===== config.mk =====
export PLATFORM = sky130hd
export DESIGN_NAME = bus_seq
export DESIGN_NICKNAME = d
export VERILOG_FILES = /design/src/rtl/bus_seq_pkg.sv /design/src/rtl/bus_seq_ctrl.sv /design/src/rtl/bus_seq_dp.sv /design/src/rtl/bus_seq.sv
export SDC_FILE = /design/constraint.sdc
export NUM_CORES = 1
export LEC_CHECK = 0
export BUFFER_PORTS_ARGS = -buffer_cell sky130_fd_sc_hd__buf_2
export CAP_MARGIN = 5
export CORE_MARGIN = 2
export CORE_UTILIZATION = 45
export CTS_CLUSTER_DIAMETER = 100
export DETAILED_ROUTE_END_ITERATION = 12
export PLACE_DENSITY = 0.79
export SYNTH_ARGS = -nofsm -noshare
export SYNTH_HDL_FRONTEND = slang
export SYNTH_SLANG_ARGS = --single-unit

===== constraint.sdc =====
create_clock -name clk -period 2.5 [get_ports clk]
set_clock_uncertainty 0.05 [all_clocks]
set_input_delay 0.5 -clock clk [delete_from_list [all_inputs] [get_ports clk]]
set_output_delay 0.5 -clock clk [all_outputs]
set_load 0.01 [all_outputs]

===== src/rtl/bus_seq_pkg.sv =====
package bus_seq_pkg;

  localparam int unsigned KIND_W    = 2;
  localparam int unsigned NUM_KINDS = 1 << KIND_W;

  // bit 0: write, bit 1: port space
  typedef enum logic [KIND_W-1:0] {
    KIND_SP_RD   = 2'd0,
    KIND_SP_WR   = 2'd1,
    KIND_PORT_RD = 2'd2,
    KIND_PORT_WR = 2'd3
  } busKind_t;

  // control -> datapath strobes
  typedef struct packed {
    logic load;    // latch a new request this edge
    logic active;  // bus cycle in progress
    logic finish;  // last clock of the cycle, ready sampled high
  } seqCtl_t;

endpackage


===== src/rtl/bus_seq_ctrl.sv =====
module bus_seq_ctrl
  import bus_seq_pkg::*;
(
  input  logic    clk,
  input  logic    rstN,
  input  logic    reqValid,
  input  logic    ready,
  output seqCtl_t ctl,
  output logic    done
);

  typedef enum logic [1:0] {
    S_IDLE = 2'd0,
    S_CLK1 = 2'd1,
    S_CLK2 = 2'd2,
    S_CLK3 = 2'd3
  } seqState_t;

  seqState_t state, stateNext;

  always_comb begin
    stateNext = state;
    unique case (state)
      S_IDLE: if (reqValid) stateNext = S_CLK1;
      S_CLK1: stateNext = S_CLK2;
      S_CLK2: stateNext = S_CLK3;
      S_CLK3: if (ready) stateNext = S_IDLE;
      default: stateNext = S_IDLE;
    endcase
  end

  always_comb begin
    ctl.load   = (state == S_IDLE) && reqValid;
    ctl.active = (state != S_IDLE);
    ctl.finish = (state == S_CLK3) && ready;
  end

  always_ff @(posedge clk or negedge rstN) begin
    if (!rstN) begin
      state <= S_IDLE;
      done  <= 1'b0;
    end else begin
      state <= stateNext;
      done  <= ctl.finish;
    end
  end

endmodule


===== src/rtl/bus_seq_dp.sv =====
module bus_seq_dp
  import bus_seq_pkg::*;
#(
  parameter int unsigned ADDR_W = 16,
  parameter int unsigned DATA_W = 8
) (
  input  logic                 clk,
  input  logic                 rstN,
  input  seqCtl_t              ctl,
  input  logic [KIND_W-1:0]    reqKind,
  input  logic [ADDR_W-1:0]    reqAddr,
  input  logic [DATA_W-1:0]    reqWdata,
  input  logic [DATA_W-1:0]    spRdata,
  input  logic [DATA_W-1:0]    portRdata,
  output logic [ADDR_W-1:0]    busAddr,
  output logic [DATA_W-1:0]    busWdata,
  output logic [NUM_KINDS-1:0] strobeVec,
  output logic [DATA_W-1:0]    rdData
);

  logic [KIND_W-1:0] kindQ;
  logic              isWrite;
  logic              isPort;
  logic [DATA_W-1:0] rdSel;

  assign isWrite = kindQ[0];
  assign isPort  = kindQ[1];
  assign rdSel   = isPort ? portRdata : spRdata;

  always_ff @(posedge clk or negedge rstN) begin
    if (!rstN) begin
      kindQ    <= '0;
      busAddr  <= '0;
      busWdata <= '0;
    end else if (ctl.load) begin
      kindQ    <= reqKind;
      busAddr  <= reqAddr;
      busWdata <= reqWdata;
    end
  end

  always_ff @(posedge clk or negedge rstN) begin
    if (!rstN) begin
      rdData <= '0;
    end else if (ctl.finish && !isWrite) begin
      rdData <= rdSel;
    end
  end

  for (genvar k = 0; k < NUM_KINDS; k++) begin : g_strobe
    assign strobeVec[k] = ctl.active && (kindQ == KIND_W'(k));
  end

endmodule


===== src/rtl/bus_seq.sv =====
module bus_seq
  import bus_seq_pkg::*;
#(
  parameter int unsigned ADDR_W = 16,
  parameter int unsigned DATA_W = 8
) (
  input  logic              clk,
  input  logic              rstN,
  input  logic              reqValid,
  input  logic [1:0]        reqKind,
  input  logic [ADDR_W-1:0] reqAddr,
  input  logic [DATA_W-1:0] reqWdata,
  input  logic [DATA_W-1:0] spRdata,
  input  logic [DATA_W-1:0] portRdata,
  input  logic              ready,
  output logic [ADDR_W-1:0] busAddr,
  output logic [DATA_W-1:0] busWdata,
  output logic              spRd,
  output logic              spWr,
  output logic              portRd,
  output logic              portWr,
  output logic [DATA_W-1:0] rdData,
  output logic              done
);

  seqCtl_t              ctl;
  logic [NUM_KINDS-1:0] strobeVec;

  bus_seq_ctrl u_ctrl (
    .clk      (clk),
    .rstN     (rstN),
    .reqValid (reqValid),
    .ready    (ready),
    .ctl      (ctl),
    .done     (done)
  );

  bus_seq_dp #(.ADDR_W(ADDR_W), .DATA_W(DATA_W)) u_dp (
    .clk       (clk),
    .rstN      (rstN),
    .ctl       (ctl),
    .reqKind   (reqKind),
    .reqAddr   (reqAddr),
    .reqWdata  (reqWdata),
    .spRdata   (spRdata),
    .portRdata (portRdata),
    .busAddr   (busAddr),
    .busWdata  (busWdata),
    .strobeVec (strobeVec),
    .rdData    (rdData)
  );

  assign spRd   = strobeVec[KIND_SP_RD];
  assign spWr   = strobeVec[KIND_SP_WR];
  assign portRd = strobeVec[KIND_PORT_RD];
  assign portWr = strobeVec[KIND_PORT_WR];

endmodule


# Word-level counts from Yosys, hierarchy flattened
# Index checks and enable logic that the tools add are counted.
[totals]
out_inout_bits = 37
word_cells = 30
in_bits = 46
reg_bits = 37
[classes]
n_mux = 4
reduce_logical = 12
n_eq_ne = 8
[ops]
columns = ["op", "n"]
rows = [
  ["$eq A2 B2 Y1 const B", 4],
  ["$mux W8", 1],
  ["$pmux W2 S4", 1],
  ["$logic_and A1 B1 Y1", 7],
  ["$eq A2 B1 Y1 const B", 2],
  ["$logic_not A2 Y1", 2],
  ["$mux W2", 2],
  ["$ne A2 B2 Y1 const B", 2],
  ["$reduce_and A2 Y1", 1],
  ["$reduce_bool A2 Y1", 1],
  ["$logic_not A1 Y1", 1],
]

# Depth between registers and ports, before layout
[depth]
ltp_word = 3
ltp_mapped = 5
ltp_nobuf = 5

# Modules after synthesis
# Synthesis repeated with hierarchy kept, for this count alone.
[unflattened]
cells_unflattened = 104
hier_area_um2 = 1626.6
[by_module_without_submodules]
columns = ["mod", "cells_each", "seq_area_each_um2", "area_each_um2", "n_inst"]
rows = [
  ["bus_seq_dp", 87, 850.8, 1431.4, 1],
  ["bus_seq_ctrl", 17, 75.1, 195.2, 1],
]

# Worst setup path before layout
# Ideal clock, no wire load.
[synth_path]
path_kind = "reg-to-output"
start = "reg u_ctrl.state[0]"
end = "out portWr"
path_slack_ns = 0.950
t_required_ns = 1.950
path_buffers = 0
arrival_ns = 1.000
path_stages_with_launch = 5
path_cell_list = "dfrtp_1 > inv_1 > ha_1 > inv_1 > and3_1"
[synth_via]
elab_chain_cells = 2
[synth_lines]
columns = ["element", "line_no", "text"]
rows = [
  ["from (decl)", "bus_seq_ctrl.sv:19", "seqState_t state, stateNext;"],
  ["from (signal assigned)", "bus_seq_ctrl.sv:43", "state <= stateNext;"],
  ["$reduce_bool A2 Y1", "bus_seq_ctrl.sv:34", "ctl.active = (state != S_IDLE);"],
  ["$logic_and A1 B1 Y1", "bus_seq_dp.sv:51", "assign strobeVec[k] = ctl.active && (kindQ == KIND_W'(k));"],
  ["to (decl)", "bus_seq.sv:21", "output logic portWr,"],
]
# Every way passes these cells.

# Worst setup path in the final report
# Ends and elaborated chain as after synthesis.

==> flow_metrics.tcl <==
set metrics [dict create \
    drt_iter0_drc 39 \
    drc 0 \
    cts-resized-gates 0 \
    grt_pass1_wl_mm 5.575 \
    num_rows 21 \
    required_ns 1.95 \
    worst_path_dominant_cell_family "flip-flops" \
    synthAdderAreaFrac_pct 3.077 \
    stdcell_area_um2 2148 \
    yosysSeqAreaShare_pct 56.92 \
    synthSimpleGateAreaFrac_pct 5.231 \
    min_period_ns 2.104 \
    grt_pass1_vias 1233 \
    start_util_pct 47.62 \
    synthToLayoutAreaGrowth_pct 32.08 \
    finalSetupTns_ns 0 \
    gp_congestion 0.6831 \
    htree_num_levels 2 \
    critPathMostFrequentCell "inv_1" \
    grt_setup_unrepaired "no" \
    routed_via_density 4.764 \
    syn_area_per_cell_um2 14.79 \
    layout.nets 245 \
    layout_common_cells "buf_2 (82), dfrtp_1 (37), mux2_4 (20), mux2i_1 (9)" \
    clkSinkCount 37 \
    drt_first_pass_iters 4 \
    placedInstanceArea_um2 2059 \
    end_kind "primary output" \
    ir_worst_vdd_v 0.0008347 \
    die-area_um2 4111 \
    layout.cells.most_common "buf_2" \
    cts_buffer_depth 2 \
    synth_xor_area_share_pct 0 \
    crit_buf_inv 3 \
    cp.depth 5 \
    drv_slew 0 \
    pre_cts_ws_ns 0.7697 \
    fin_ws_ns 0.3958 \
    clk_latency_ns 0.34 \
    path_class "reg2out" \
    syn-cell-area_um2 1627 \
    fmax_mhz 475.2 \
    wirelength_mm 3.407 \
    relSlewSlack_pct 46.63 \
    yosys_warnings 0 \
    slowest_stage "dfrtp_1" \
    arrival_ns 1.55 \
    finalPower_w 0.002739 \
    nFillCells 269 \
    crit_chain "inv_1, ha_1, inv_1, and3_1, buf_2" \
    clkTransAtPathRegs_ns 0.11 \
    drv_cap 0 \
    setup_viol 0 \
    die_x_um 64.12 \
    timing.final.crit_share_pct 84.17 \
    min_path_type "in2async" \
    antenna_found_initial 0 \
    drive_gt1_share_pct 60.20 \
    antenna_cells 0 \
    grt_max_degree 38 \
    die_h_um 64.12 \
    critPathMaxStageDelay_ns 0.40 \
    port_buffers 82 \
    grt_use_total_pct 17.93 \
    worst_setup_path_start_kind "flop" \
    grt_overflow 0 \
    postCtsSetupBuffers 0 \
    io_pins 83 \
    syn_inst 110 \
    num_vias 1153 \
    detail-route-antenna-nets 0 \
    wire_per_inst_um 14.08 \
    cellLeakagePower_nw 1.193 \
    ys_types 19 \
    cp_max_fo 5 \
    synth-seq-cells 37 \
    tightest_slew_ns 0.8005 \
    status "finished, final reports clean" \
    core_um2 3416 \
    power_density_nw_per_um2 1275 \
    ctsHoldBuffers 0 \
    synth_top_family_by_area "multiplexers" \
    hold_violations 0 \
    synth_compound_area_share_pct 2.846 \
    worstRegToRegCells 4 \
    root_buffer "clkbuf_4" \
    cts_tree "yes" \
    cts_inserted_buffers 5 \
    synth_nets 160 \
    synthMuxAreaShare_pct 28.85 \
]
[worst paths after layout]
path	start	to	slack [ns]
min in group clk	reqAddr[11]	u_dp.busAddr[11]$_DFFE_PN0P_	0.33
max	u_ctrl.state[0]$_DFFE_PN0P_	portWr	0.40
min	rstN	u_dp.busAddr[6]$_DFFE_PN0P_	0.19
max in group asynchronous	rstN	u_dp.busAddr[13]$_DFFE_PN0P_	1.71
max reg2reg	u_ctrl.state[1]$_DFFE_PN0P_	u_dp.busWdata[4]$_DFFE_PN0P_	0.82
min reg2reg	u_dp.rdData[0]$_DFFE_PN0P_	u_dp.rdData[0]$_DFFE_PN0P_	0.44
[flip-flops by register name, summed over array words and instances (netlist names)]
name           count
u_dp.kindQ         2
u_dp.rdData        8
u_dp.busWdata      8
u_ctrl.state       2
u_dp.busAddr      16
u_ctrl.done        1
[Yosys cell counts, drive strengths merged]
cell type,number,area (um^2)
buf,4,35.03
and2,1,6.260
and3,1,6.260
dfrtp,37,925.9
inv,4,15.01
o22ai,1,6.260
mux2i,9,90.09
nand2,9,41.29
nor3b,2,15.01
nor2,1,3.750
mux2,27,379.1
o21ai,8,40.04
nand3b,1,7.510
nor3,1,5.000
ha,4,50.05
[per-layer routing]
layer  vias up  global-route usage, %  part of all wire (%)
li1        546                      -                     -
met1       553                  18.50                    38
met2        50                  32.03                    52
met3         4                  6.162                   8.4
met4         0                  9.043                   1.6
met5         -                      0                     0
[power by group]
| group | internal [W] | switching, W | total, W | leakage (nW) |
|---|---|---|---|---|
| logic | 0.000674 | 0.000522 | 0.00120 | 0.703 |
| registers | 0.000894 | 0.000211 | 0.00111 | 0.445 |
| clock network | 0.000238 | 0.000200 | 0.000438 | 0.0445 |
[layout make-up]
cell class                 instances  area (um^2)  area share [%]
timing repair buffer              82        410.4           19.10
inverter                           4        15.01          0.6989
tap                               46        57.56           2.679
multi-input combinational         65        650.6           30.29
sequential                        37        925.9           43.10
clock buffer                       6        51.30           2.388
clock inverter                     2        37.54           1.747
[stage by stage]
stage                     instances  hold slack, ns  utilization [%]
after global routing            242          0.2288            62.89
final                           242          0.1867            62.89
after floorplan                 110          0.1544                -
after CTS                       242          0.1994            62.89
after detailed placement        234          0.4181            60.29
after global placement          234          0.4096            60.29
[kinds of logic (layout without fill, tap and decap cells)]
logic type | Yosys count | in the layout
mux | 36 | 36
flops | 37 | 37
compound gates | 9 | 9
fa+ha+maj | 4 | 4
simple gates | 16 | 16
buf+inv | 8 | 94
Power figures use the tool's default switching activity.
